[config.mk]
export PLATFORM = sky130hd
export DESIGN_NAME = tod_counter
export DESIGN_NICKNAME = d
export VERILOG_FILES = /design/src/rtl/tod_pkg.sv /design/src/rtl/tod_slew.sv /design/src/rtl/tod_drift.sv /design/src/rtl/tod_accum.sv /design/src/rtl/tod_counter.sv
export SDC_FILE = /design/constraint.sdc
export NUM_CORES = 1
export LEC_CHECK = 0
export BUFFER_PORTS_ARGS = -buffer_cell sky130_fd_sc_hd__buf_2
export CAP_MARGIN = 0
export CORE_ASPECT_RATIO = 0.7
export CORE_MARGIN = 2
export CORE_UTILIZATION = 35
export CTS_CLUSTER_SIZE = 24
export DETAILED_ROUTE_END_ITERATION = 6
export GPL_TIMING_DRIVEN = 1
export PLACE_DENSITY = 0.64
export SLEW_MARGIN = 20
export SYNTH_ARGS = -nofsm -noshare
export SYNTH_HDL_FRONTEND = slang
export SYNTH_HIERARCHICAL = 1
export SYNTH_SLANG_ARGS = --single-unit
[constraint.sdc]
create_clock -name clk -period 12.2 [get_ports clk]
set_clock_uncertainty 0.2 [all_clocks]
set_input_delay 1.83 -clock clk [delete_from_list [all_inputs] [get_ports clk]]
set_output_delay 1.83 -clock clk [all_outputs]
set_load 0.03 [all_outputs]
[src/rtl/tod_pkg.sv]
package tod_pkg;
  localparam longint unsigned NS_PER_SEC = 64'd1_000_000_000;
endpackage

[src/rtl/tod_slew.sv]
module tod_slew #(
  parameter int PERIOD_W = 20,
  parameter int CNT_W    = 20
) (
  input  logic                clk,
  input  logic                rst,
  input  logic                slew_we,
  input  logic [PERIOD_W-1:0] slew_period,
  input  logic [CNT_W-1:0]    slew_cycles,
  input  logic [PERIOD_W-1:0] nominal,
  output logic [PERIOD_W-1:0] active_period,
  output logic [CNT_W-1:0]    slew_left
);
  logic [PERIOD_W-1:0] per_q;
  logic [CNT_W-1:0]    cnt_q;

  always_ff @(posedge clk) begin
    if (rst) begin
      per_q <= '0;
      cnt_q <= '0;
    end else if (slew_we) begin
      per_q <= slew_period;
      cnt_q <= slew_cycles;
    end else if (cnt_q != '0) begin
      cnt_q <= cnt_q - 1'b1;
    end
  end

  assign active_period = (cnt_q != '0) ? per_q : nominal;
  assign slew_left     = cnt_q;

  // an active slew counts down by exactly one per cycle
  a_r5_slew_countdown: assert property (@(posedge clk) disable iff (rst)
    (cnt_q != '0 && !slew_we) |=> (cnt_q == $past(cnt_q) - 1'b1));
  // an idle slew stays idle until written
  a_r5_slew_idle: assert property (@(posedge clk) disable iff (rst)
    (cnt_q == '0 && !slew_we) |=> (cnt_q == '0));
endmodule

[src/rtl/tod_drift.sv]
module tod_drift #(
  parameter int FRAC_W = 16,
  parameter int RATE_W = 16
) (
  input  logic              clk,
  input  logic              rst,
  input  logic              drift_we,
  input  logic [FRAC_W-1:0] drift_frac,
  input  logic [RATE_W-1:0] drift_every,
  output logic [FRAC_W-1:0] drift_add
);
  logic [RATE_W-1:0] rate_q;
  logic [RATE_W-1:0] phase_q;
  logic [FRAC_W-1:0] frac_q;
  logic              hit;

  assign hit = (rate_q != '0) && (phase_q == rate_q - 1'b1);

  always_ff @(posedge clk) begin
    if (rst) begin
      rate_q  <= '0;
      phase_q <= '0;
      frac_q  <= '0;
    end else if (drift_we) begin
      rate_q  <= drift_every;
      frac_q  <= drift_frac;
      phase_q <= '0;
    end else if (rate_q != '0) begin
      phase_q <= hit ? '0 : phase_q + 1'b1;
    end
  end

  assign drift_add = hit ? frac_q : '0;

  // the interval phase never reaches the interval length
  a_r6_phase_in_range: assert property (@(posedge clk) disable iff (rst)
    (rate_q != '0) |-> (phase_q < rate_q));
  // a drift write restarts the interval
  a_r7_restart: assert property (@(posedge clk) disable iff (rst)
    drift_we |=> (phase_q == '0));
endmodule

[src/rtl/tod_accum.sv]
module tod_accum #(
  parameter int SEC_W  = 48,
  parameter int NS_W   = 30,
  parameter int FRAC_W = 16,
  parameter int STEP_W = 21
) (
  input  logic              clk,
  input  logic              rst,
  input  logic              load_we,
  input  logic [SEC_W-1:0]  load_sec,
  input  logic [NS_W-1:0]   load_ns,
  input  logic [STEP_W-1:0] step,
  output logic [SEC_W-1:0]  sec,
  output logic [NS_W-1:0]   ns,
  output logic [FRAC_W-1:0] frac
);
  localparam int ACC_W = NS_W + FRAC_W;
  localparam logic [ACC_W:0] LIMIT = (ACC_W+1)'(tod_pkg::NS_PER_SEC) << FRAC_W;
  localparam logic [NS_W-1:0] NS_MAX = NS_W'(tod_pkg::NS_PER_SEC);

  logic [ACC_W-1:0] acc_q;
  logic [SEC_W-1:0] sec_q;
  logic [ACC_W:0]   sum;
  logic             wrap;

  always_comb begin
    sum  = {1'b0, acc_q} + (ACC_W+1)'(step);
    wrap = (sum >= LIMIT);
  end

  always_ff @(posedge clk) begin
    if (rst) begin
      acc_q <= '0;
      sec_q <= '0;
    end else if (load_we) begin
      acc_q <= {load_ns, {FRAC_W{1'b0}}};
      sec_q <= load_sec;
    end else begin
      acc_q <= wrap ? ACC_W'(sum - LIMIT) : sum[ACC_W-1:0];
      sec_q <= sec_q + SEC_W'(wrap);
    end
  end

  assign sec  = sec_q;
  assign ns   = acc_q[ACC_W-1:FRAC_W];
  assign frac = acc_q[FRAC_W-1:0];

  // nanoseconds stay below one second
  a_r2_ns_below_second: assert property (@(posedge clk) disable iff (rst)
    ns < NS_MAX);
  // seconds move by at most one per cycle unless loaded
  a_r3_sec_step: assert property (@(posedge clk) disable iff (rst)
    !load_we |=> (sec_q == $past(sec_q) || sec_q == $past(sec_q) + SEC_W'(1)));
endmodule

[src/rtl/tod_counter.sv]
module tod_counter #(
  parameter int          SEC_W      = 48,
  parameter int          NS_W       = 30,
  parameter int          FRAC_W     = 16,
  parameter int          PERIOD_W   = 20,
  parameter int          CNT_W      = 20,
  parameter int          RATE_W     = 16,
  parameter int unsigned CLK_HZ     = 250_000_000,
  parameter int unsigned DEF_PERIOD = 32'h0004_0000
) (
  input  logic                clk,
  input  logic                rst,
  input  logic                time_we,
  input  logic [SEC_W-1:0]    time_sec,
  input  logic [NS_W-1:0]     time_ns,
  input  logic                period_we,
  input  logic [PERIOD_W-1:0] period_val,
  input  logic                slew_we,
  input  logic [PERIOD_W-1:0] slew_period,
  input  logic [CNT_W-1:0]    slew_cycles,
  input  logic                drift_we,
  input  logic [FRAC_W-1:0]   drift_frac,
  input  logic [RATE_W-1:0]   drift_every,
  output logic [SEC_W-1:0]    tod_sec,
  output logic [NS_W-1:0]     tod_ns,
  output logic [FRAC_W-1:0]   tod_frac,
  output logic [CNT_W-1:0]    slew_left,
  output logic [31:0]         clk_freq_hz
);
  localparam int STEP_W = PERIOD_W + 1;

  logic [PERIOD_W-1:0] period_q;
  logic [PERIOD_W-1:0] active_period;
  logic [FRAC_W-1:0]   drift_add;
  logic [STEP_W-1:0]   step;

  always_ff @(posedge clk) begin
    if (rst)            period_q <= PERIOD_W'(DEF_PERIOD);
    else if (period_we) period_q <= period_val;
  end

  // the nominal period only changes on a period write
  a_r4_period_kept: assert property (@(posedge clk) disable iff (rst)
    !period_we |=> $stable(period_q));

  tod_slew #(.PERIOD_W(PERIOD_W), .CNT_W(CNT_W)) u_slew (
    .clk(clk), .rst(rst), .slew_we(slew_we), .slew_period(slew_period),
    .slew_cycles(slew_cycles), .nominal(period_q),
    .active_period(active_period), .slew_left(slew_left)
  );

  tod_drift #(.FRAC_W(FRAC_W), .RATE_W(RATE_W)) u_drift (
    .clk(clk), .rst(rst), .drift_we(drift_we), .drift_frac(drift_frac),
    .drift_every(drift_every), .drift_add(drift_add)
  );

  assign step = STEP_W'(active_period) + STEP_W'(drift_add);

  tod_accum #(.SEC_W(SEC_W), .NS_W(NS_W), .FRAC_W(FRAC_W), .STEP_W(STEP_W)) u_accum (
    .clk(clk), .rst(rst), .load_we(time_we), .load_sec(time_sec), .load_ns(time_ns),
    .step(step), .sec(tod_sec), .ns(tod_ns), .frac(tod_frac)
  );

  assign clk_freq_hz = 32'(CLK_HZ);
endmodule

# --- Word-level counts from Yosys, hierarchy flattened ---
# Index checks and enable logic that the tools add are counted.
classes:
  order_cmp: 1
  add_sub_neg: 7
  reduce_logical: 6
  n_shift: 0
  div: 0
  bitwise: 0
  n_mul: 0
  eq_ne: 1
  mux: 8
op_table:
  columns: ["op", "n"]
  rows:
  - ["46-bit 2-to-1 mux", 2]
  - ["20-bit 2-to-1 mux", 3]
  - ["48-bit by 1-bit adder with 48-bit output", 1]
  - ["48-bit 2-to-1 mux", 1]
  - ["46-bit by 21-bit adder with 47-bit output", 1]
  - ["47-bit by 46-bit greater-or-equal comparator with 1-bit output (second input constant)", 1]
  - ["46-bit subtractor (second input constant)", 1]
  - ["16-bit 2-to-1 mux", 2]
  - ["20-bit by 16-bit adder with 21-bit output", 1]
  - ["20-bit nonzero test", 1]
  - ["20-bit by 1-bit subtractor with 20-bit output (second input constant)", 1]
  - ["16-bit by 1-bit adder with 16-bit output (second input constant)", 1]
  - ["16-bit == test", 1]
  - ["16-bit nonzero test", 1]
  - ["16-bit by 1-bit subtractor with 16-bit output (second input constant)", 1]
  - ["2-bit OR reduction", 2]
  - ["2-bit nonzero test", 1]
  - ["1-bit logical AND", 1]
word_totals:
  reg_bits: 202
  mem_bits_rw: 0
  mem_count: 0
  word_cells: 32
  latchBits: 0
  romBits: 0
  out_inout_bits: 146
  in_bits: 176

# --- Longest topological paths before layout ---
# Gate-level depths: netlist of run 1.
logic_depth:
  word_depth: 9
  ltp_mapped: 50
  ltp_nobuf: 46

# --- Hierarchy ---
# The synthesis of run 1 kept the hierarchy.
modules_own_cells:
  columns: ["mod", "seq_area_each_um2", "instances", "cells_per_inst", "area_per_inst_um2"]
  rows:
  - ["tod_accum", 1881.8, 1, 884, 6578.8]
  - ["tod_drift", 960.9, 1, 318, 2695.1]
  - ["tod_slew", 800.8, 1, 251, 2230.9]
  - ["tod_counter", 400.4, 1, 221, 1851.8]

# --- Least setup slack after synthesis of run 1 ---
# No wires, ideal clock.
synth_path:
  path_kind: "register to register"
  from: "reg u_drift.rate_q[0]"
  to: "reg u_accum.sec_q[44], in the netlist u_accum/sec[44]"
  path_stages_with_launch: 51
  setup_slack_ns: 2.566
  period_less_slack_ns: 9.634
  t_arrival_ns: 9.306
  setup_time_ns: 0.128
  n_path_buf: 5
  required_ns: 11.872
  cell_sequence: "dfxtp_1 -> inv_1 -> ha_1 -> or3b_1 -> or4_1 -> o2bb2ai_1 -> a211oi_1 -> nand4bb_1 -> buf_2 -> buf_2 -> nor3_1 -> ha_1 -> a2111oi_0 -> a21oi_1 -> o21ai_2 -> o21ai_2 -> a311oi_2 -> ha_1 -> [15 not listed] -> buf_2 -> inv_1 -> ha_1 -> ha_1 -> nand3_1 -> nor2_1 -> and2_1 -> inv_1 -> nor3_1 -> nand3_1 -> or2_2 -> clkbuf_1 -> nor2_1 -> nand2_1 -> xor2_1 -> nor2_1 -> a21oi_1 -> nor2_1"
synth_between:
  elab_chain_cells: 9
  elab_cells_between_ends: 10
  classes_between: "add/sub (4); order compare (1); eq/ne (1); mux (2); reduce/logical (2)"
synth_lines:
  columns: ["element", "line", "text"]
  rows:
  - ["start, declared", "tod_drift.sv:12", "logic [RATE_W-1:0] rate_q;"]
  - ["start signal, assigned", "tod_drift.sv:25", "rate_q <= drift_every;"]
  - ["16-bit by 1-bit subtractor with 16-bit output", "tod_drift.sv:17", "assign hit = (rate_q != '0) && (phase_q == rate_q - 1'b1);"]
  - ["16-bit == test", "tod_drift.sv:17", null]
  - ["1-bit logical AND (*)", "tod_drift.sv:17", null]
  - ["16-bit 2-to-1 mux (*)", "tod_drift.sv:33", "assign drift_add = hit ? frac_q : '0;"]
  - ["named net drift_add[7]", "tod_counter.sv:34", "logic [FRAC_W-1:0] drift_add;"]
  - ["20-bit by 16-bit adder with 21-bit output (*)", "tod_counter.sv:57", "assign step = STEP_W'(active_period) + STEP_W'(drift_add);"]
  - ["named net step[14]", "tod_counter.sv:35", "logic [STEP_W-1:0] step;"]
  - ["46-bit by 21-bit adder with 47-bit output (*)", "tod_accum.sv:27", "sum = {1'b0, acc_q} + (ACC_W+1)'(step);"]
  - ["47-bit by 46-bit greater-or-equal comparator with 1-bit output (*)", "tod_accum.sv:28", "wrap = (sum >= LIMIT);"]
  - ["48-bit by 1-bit adder with 48-bit output (*)", "tod_accum.sv:40", "sec_q <= sec_q + SEC_W'(wrap);"]
  - ["48-bit 2-to-1 mux (*)", "tod_accum.sv:35", "end else if (load_we) begin"]
  - ["end signal, assigned", "tod_accum.sv:37", "sec_q <= load_sec;"]
  - ["end signal, assigned", "tod_accum.sv:40", null]
  - ["end, declared", "tod_accum.sv:22", "logic [SEC_W-1:0] sec_q;"]
# Mark *: on every way through the listed nets, which the timed path passes. The rest lies on a longest branch.
# A chain may end at the register's enable or synchronous reset.

# --- Worst setup path after layout of run 1 ---
layout_path:
  from: "reg u_drift.rate_q[0]"
  to: "reg u_accum.sec_q[46], in the netlist u_accum/sec[46]"
# Same word-level chain as after synthesis.

==> results of run 1 <==
-- routing by layer --
layer	vias up	part of all wire, %
li1	6375	-
met1	6163	47
met2	493	43
met3	60	7.3
met4	0	2.1
met5	-	0
-- through the flow --
| step | setup WS, ns | instance area [sq um] | instances |
|---|---|---|---|
| after CTS | 0.926 | 15800 | 2410 |
| after global routing | 0.298 | 15800 | 2412 |
| final | 1.04 | 15800 | 2412 |
| after floorplan | 2.57 | 13500 | 1704 |
| after detailed placement | 0.993 | 15000 | 2367 |
| after global placement | 1.33 | 15000 | 2367 |
-- cells by family (layout without fill, tap and decap cells) --
logic type	Yosys count	in the layout	share of synthesized area, %
compound gates	348	348	17.3
xor+xnor	138	138	9.05
fa+ha+maj	46	46	4.42
buf+inv	164	382	5.94
flops	202	202	30.3
mux	100	100	7.70
other cells	2	34	0.0562
simple gates	674	674	25.3
-- worst min-delay path: cells and delay by family, from the launching register on --
family,cells,cell delay [ns]
flops,1,0.32
simple gates,1,0.07
mux,1,0.06
-- registers in the layout (all words and copies together), names as in the netlist --
| register | count |
|---|---|
| u_accum/acc_q | 46 |
| u_slew/per_q | 20 |
| u_drift/rate_q | 16 |
| u_accum/sec | 48 |
| u_drift/phase_q | 16 |
| period_q | 20 |
| u_slew/slew_left | 20 |
| u_drift/frac_q | 16 |
-- power groups by stage --
stage | Combinational [uW] | Sequential, uW | Clock [uW]
after floorplan | 227 | 788 | 0
after global placement | 367 | 755 | 0
after detailed placement | 370 | 757 | 0
after CTS | 372 | 742 | 782
after global routing | 408 | 749 | 809
final | 376 | 743 | 759
-- worst max path at each step --
stage                                  from              end  cells after the start
after floorplan           u_drift/rate_q[0]  u_accum/sec[44]                     50
after global placement    u_drift/rate_q[0]  u_accum/sec[46]                     44
after detailed placement  u_drift/rate_q[0]  u_accum/sec[46]                     46
after CTS                 u_drift/rate_q[0]  u_accum/sec[46]                     41
after global routing      u_drift/rate_q[0]  u_accum/sec[46]                     45
final                     u_drift/rate_q[0]  u_accum/sec[46]                     41
-- cell usage in the layout, fill, tap and decap left out, types with 11 or more instances in the layout --
cell	synthesis	routed
dfxtp_1	202	202
mux2i_1	78	78
o21a_1	12	12
and3_1	28	28
conb_1	2	32
a211oi_1	18	18
mux2_2	22	22
nor2_1	232	231
clkbuf_16	0	25
a21oi_1	121	121
nand2_1	134	134
or3_1	21	21
and2_1	17	17
a21o_1	11	11
o22ai_1	13	13
nor4_1	11	11
xnor2_1	58	58
nand3_1	44	44
inv_1	43	43
buf_2	18	287
xor2_1	80	80
nand4_1	30	30
and4_1	13	13
nor3_1	63	62
ha_1	44	44
o21ai_0	58	58
-- layout make-up --
| class | count | area share [%] |
|---|---|---|
| Tap cell | 488 | 3.86 |
| Clock buffer | 32 | 4.50 |
| Multi-Input combinational cell | 1338 | 54.7 |
| Antenna cell | 2 | 0.0316 |
| Sequential cell | 202 | 25.6 |
| Timing Repair Buffer | 296 | 9.59 |
| Inverter | 43 | 1.02 |
| Clock inverter | 11 | 0.767 |
==> summary.txt, run 1 <==
Hold_ws = 0.291 ns
Hpwl dp = 33,100 um
Status = complete, no violations
Core box area = 37,400 sq um
Most common cell in the netlist = nor2_1
Slew Limit Fails = 0
Clock Path Buffers = 3
Footprint of the multi-input gates = 8650 sq um
Fin. Hold Viols = 0
Post-DRT Antenna Nets = 0
Total power = 1880 uW
Die W = 237 um
# hold bufs at CTS = 0
Die area = 39,800 sq um
Avg WL per Cell = 18.0 um
R2R depth = 41
Crit path top cell by count = ha_1
Crit path kind = flip-flop to flip-flop
Vias/cell = 5.43
Largest area contributor in the netlist = dfxtp_1
Post-cts resize count = 0
Cell Area, Synth = 13,400 sq um
Gate power share = 20.0%
RSZ-0062 raised after global routing = no
Delay-heaviest family, CP = simple AND/OR/NAND/NOR gates
Worst skew pair latency = 0.54 ns
Critical R2R Launch = u_drift/rate_q[0]
DRC Markers = 0
Num CTS Buffers = 24
Tcrit/Tclk final = 91.5%
Clock Power Share = 40.4%
Dominant cells by area after synthesis = dfxtp_1 (30%), nor2_1 (6.5%), mux2i_1 (5.8%)
Gr busiest metal = met2
Register area = 4040 sq um
Sequential share of the synthesized area = 30.3%
Post-synth EDFFs = 0
Clock root buffer = clkbuf_16
Synth top cells by count = nor2_1 (232), dfxtp_1 (202), nand2_1 (134), a21oi_1 (121), xor2_1 (80)
Layout cell share with drive strength beyond 1 = 21.4%
Vias = 13,091
Violation count after the first detailed-route iteration = 1,039
Pwr Density = 119 nW/um^2
Post-synthesis cell count = 1,674
Crit path max fanout = 18
Crit path capture type = flip-flop
Sequential power share = 39.6%
Slew margin rel. = 33.2%
CTS tree = built
Hold endpoint = u_slew/per_q[2]
Clock Pin Slew Worst Setup and Hold Paths = 0.06 ns
PortBufs = 289
Initial antenna violation count = 2
Max VDD drop = 0.0000915 V
Int Power = 1290 uW
Syn-to-layout area delta = 18.4%
TNS Setup = 0 ns
Slew @ Worst Pin = 1.00 ns
H-tree depth = 1
FF+latch count, synth = 202
WP buf/inv = 3
Largest net degree at the start of global routing = 140
Psw = 591 uW
First-pass GRT wire length = 67,200 um
Avg Cell Area, Syn = 7.98 sq um
Post-route minimum period = 11.16 ns
Final Net Count = 2,127
Vias in the first global route = 12,012
YS warnings = 6
HP Class = flip-flop to flip-flop
Pre-antenna DRT Iters = 5
Starting Density = 35.8%
Startpoint Class = flip-flop
Min-Delay Path Depth = 2
Reg-to-reg critical path endpoint = u_accum/sec[46]
Worst hold start = u_slew/per_q[2]
Post-Route WL = 43,400 um
Met3 GRT Util = 4.15%
Post-CTS Setup Bufs = 0
Row cnt = 59
Reg-to-reg setup timing slack = 1.04 ns
Post-layout util = 42.4%
Sw frac = 31.5%
Max Fclk = 0.0896 GHz
Async set-reset flop share out of synthesis = 0%
Largest stage delay, worst path = 0.62 ns
GP Congestion = 0.946
Predominant post-synthesis flop cell = dfxtp_1
CP required = 12.39 ns
MaxCap Viol Count = 0
Die height = 167 um
Arrival time worst endpoint = 11.35 ns
CTS Sinks = 202
Critical-path top delay cell = nor4_1
Gr ovfl total = 0
Num ports = 322
Unique masters post-synth = 100
Fillers = 3,771
Leakage = 0.00679 uW
Global-route total usage across every layer = 20.9%
Final setup violation count = 0
Met1 Use GR = 30.6%
Top-area cell type share of the netlist area = 30.3%
GRT met2 Usage = 31.2%
No activity file was read; power rests on OpenSTA's default activity.
==> inputs of run 2 (changes only) <==
--- a/config.mk
+++ b/config.mk
@@ -12,8 +12,8 @@
 export CORE_UTILIZATION = 35
 export CTS_CLUSTER_SIZE = 24
 export DETAILED_ROUTE_END_ITERATION = 6
+export GPL_ROUTABILITY_DRIVEN = 0
 export GPL_TIMING_DRIVEN = 1
-export PLACE_DENSITY = 0.64
 export SLEW_MARGIN = 20
 export SYNTH_ARGS = -nofsm -noshare
 export SYNTH_HDL_FRONTEND = slang
==> run 2 against run 1 <==
Highest routed layer unchanged. Critical path depth rose by 4. Sequential power hardly changed. Maximum frequency increased by 0.30%. Worst setup slack better by 0.034 ns.
==> summary.txt, run 2 (synthesized netlist as in run 1, its figures left out) <==
Violation count after the first detailed-route iteration = 1,041
H-tree depth = 1
CTS Sinks = 202
Post-layout util = 42.3%
CTS tree = built
Critical-path top delay cell = nor3_1
Dpl cell area = 15,000 sq um
Crit path kind = flip-flop to flip-flop
DRC Markers = 0
Max reg flops = 48
Startpoint Class = flip-flop
Largest net degree at the start of global routing = 101
Most frequent cells in the layout = buf_2 (287), nor2_1 (231), dfxtp_1 (202)
Vias/cell = 5.43
Max VDD drop = 0.0000854 V
Clock root buffer = clkbuf_16
Post-Route WL = 43,500 um
Pre-antenna DRT Iters = 5
Syn-to-layout area delta = 18.3%
Design Area, Final = 15,800 sq um
HP Class = flip-flop to flip-flop
# hold bufs at CTS = 0
Slew @ Worst Pin = 1.01 ns
TNS Setup = 0 ns
Crit. Startpoint = u_drift/rate_q[0]
Final setup violation count = 0
Fin. Hold Viols = 0
Leakage = 0.00678 uW
Num ports = 322
PortBufs = 289
Clock Path Buffers = 3
Tcrit/Tclk final = 91.2%
Total power = 1860 uW
Post-CTS Setup Bufs = 0
Die W = 237 um
Final Net Count = 2,128
Crit path top cell by count = ha_1
Crit path max fanout = 18
Starting Density = 35.8%
Gr ovfl total = 0
Register area = 4040 sq um
Post-DRT Antenna Nets = 0
Post-route minimum period = 11.12 ns
MaxCap Viol Count = 0
Largest stage delay, worst path = 0.51 ns
Post-cts resize count = 0
Fillers = 3,831
Footprint of the multi-input gates = 8640 sq um
Clock Pin Slew Worst Setup and Hold Paths = 0.06 ns
Initial antenna violation count = 7
Die area = 39,800 sq um
Crit path capture type = flip-flop
Worst hold start = u_slew/per_q[10]
CP required = 12.40 ns
Arrival time worst endpoint = 11.32 ns
Die height = 167 um
Vias = 13,130
Pwr Density = 118 nW/um^2
Hpwl dp = 33,200 um
Critical R2R Launch = u_drift/rate_q[0]
Status = complete, no violations
Slew Limit Fails = 0
Row cnt = 59
Worst skew pair latency = 0.54 ns
Most common cell after layout, fill and taps aside = buf_2
Core box area = 37,400 sq um
RSZ-0062 raised after global routing = no
Vias in the first global route = 12,238
Global-route total usage across every layer = 21.0%
Max Fclk = 0.0899 GHz
Slew margin rel. = 33.0%
Layout cell share with drive strength beyond 1 = 21.2%
Num CTS Buffers = 24
First-pass GRT wire length = 67,700 um
Avg WL per Cell = 18.0 um
==> run 2: changes by cell type in the layout (fill, tap and decap cells not counted), moves of 2 or more <==
| cell | previous run | this run |
|---|---|---|
| buf_4 | 8 | 10 |
| clkbuf_1 | 1 | 4 |
| diode_2 | 2 | 7 |
| clkinvlp_4 | 5 | 3 |
==> run 2: layout make-up <==
cell class                      count  area share, %
Inverter                           43           1.02
Antenna cell                        7          0.111
Tap cell                          488           3.86
Sequential cell                   202           25.6
Timing Repair Buffer              297           9.57
Multi-Input combinational cell   1338           54.7
Clock buffer                       34           4.49
Clock inverter                      8          0.641
==> run 2: layer usage <==
metal  vias to the layer above  track usage (%)  routed length, um
met3                        57             4.06               3040
met5                         -                0                  0
met1                      6173             30.6              20800
met4                         0             6.43               1020
li1                       6396                -                  -
met2                       504             31.1              18600
==> run 2: metrics by stage <==
step	hold slack (ns)	std cells	setup slack, ns
3_5_place_dp	0.278	2368	1.16
2_1_floorplan	0.254	1704	2.57
5_1_grt	0.318	2417	0.0454
6_report	0.291	2417	1.08
4_1_cts	0.292	2410	1.11
3_3_place_gp	0.269	2368	1.41
==> run 2: worst paths after layout <==
kind / end / slack [ns] / cells after the start
max reg2reg: u_accum/sec[44] / 1.08 / 45
min reg2reg: u_slew/per_q[10] / 0.29 / 2
max: u_accum/sec[44] / 1.08 / 45
min: u_slew/per_q[10] / 0.29 / 2
==> run 2: power by group <==
part	internal [uW]	total, uW	switching (uW)
Clock	446	747	301
Combinational	136	375	239
Sequential	698	744	45.5
==> run 2: critical path, delay by kind of cell (launching register included) <==
kind | cells | cell delay, ns
xor+xnor | 2 | 0.36
flops | 1 | 0.37
buf+inv | 4 | 0.38
fa+ha+maj | 7 | 1.76
simple gates | 15 | 4.04
compound gates | 17 | 3.86
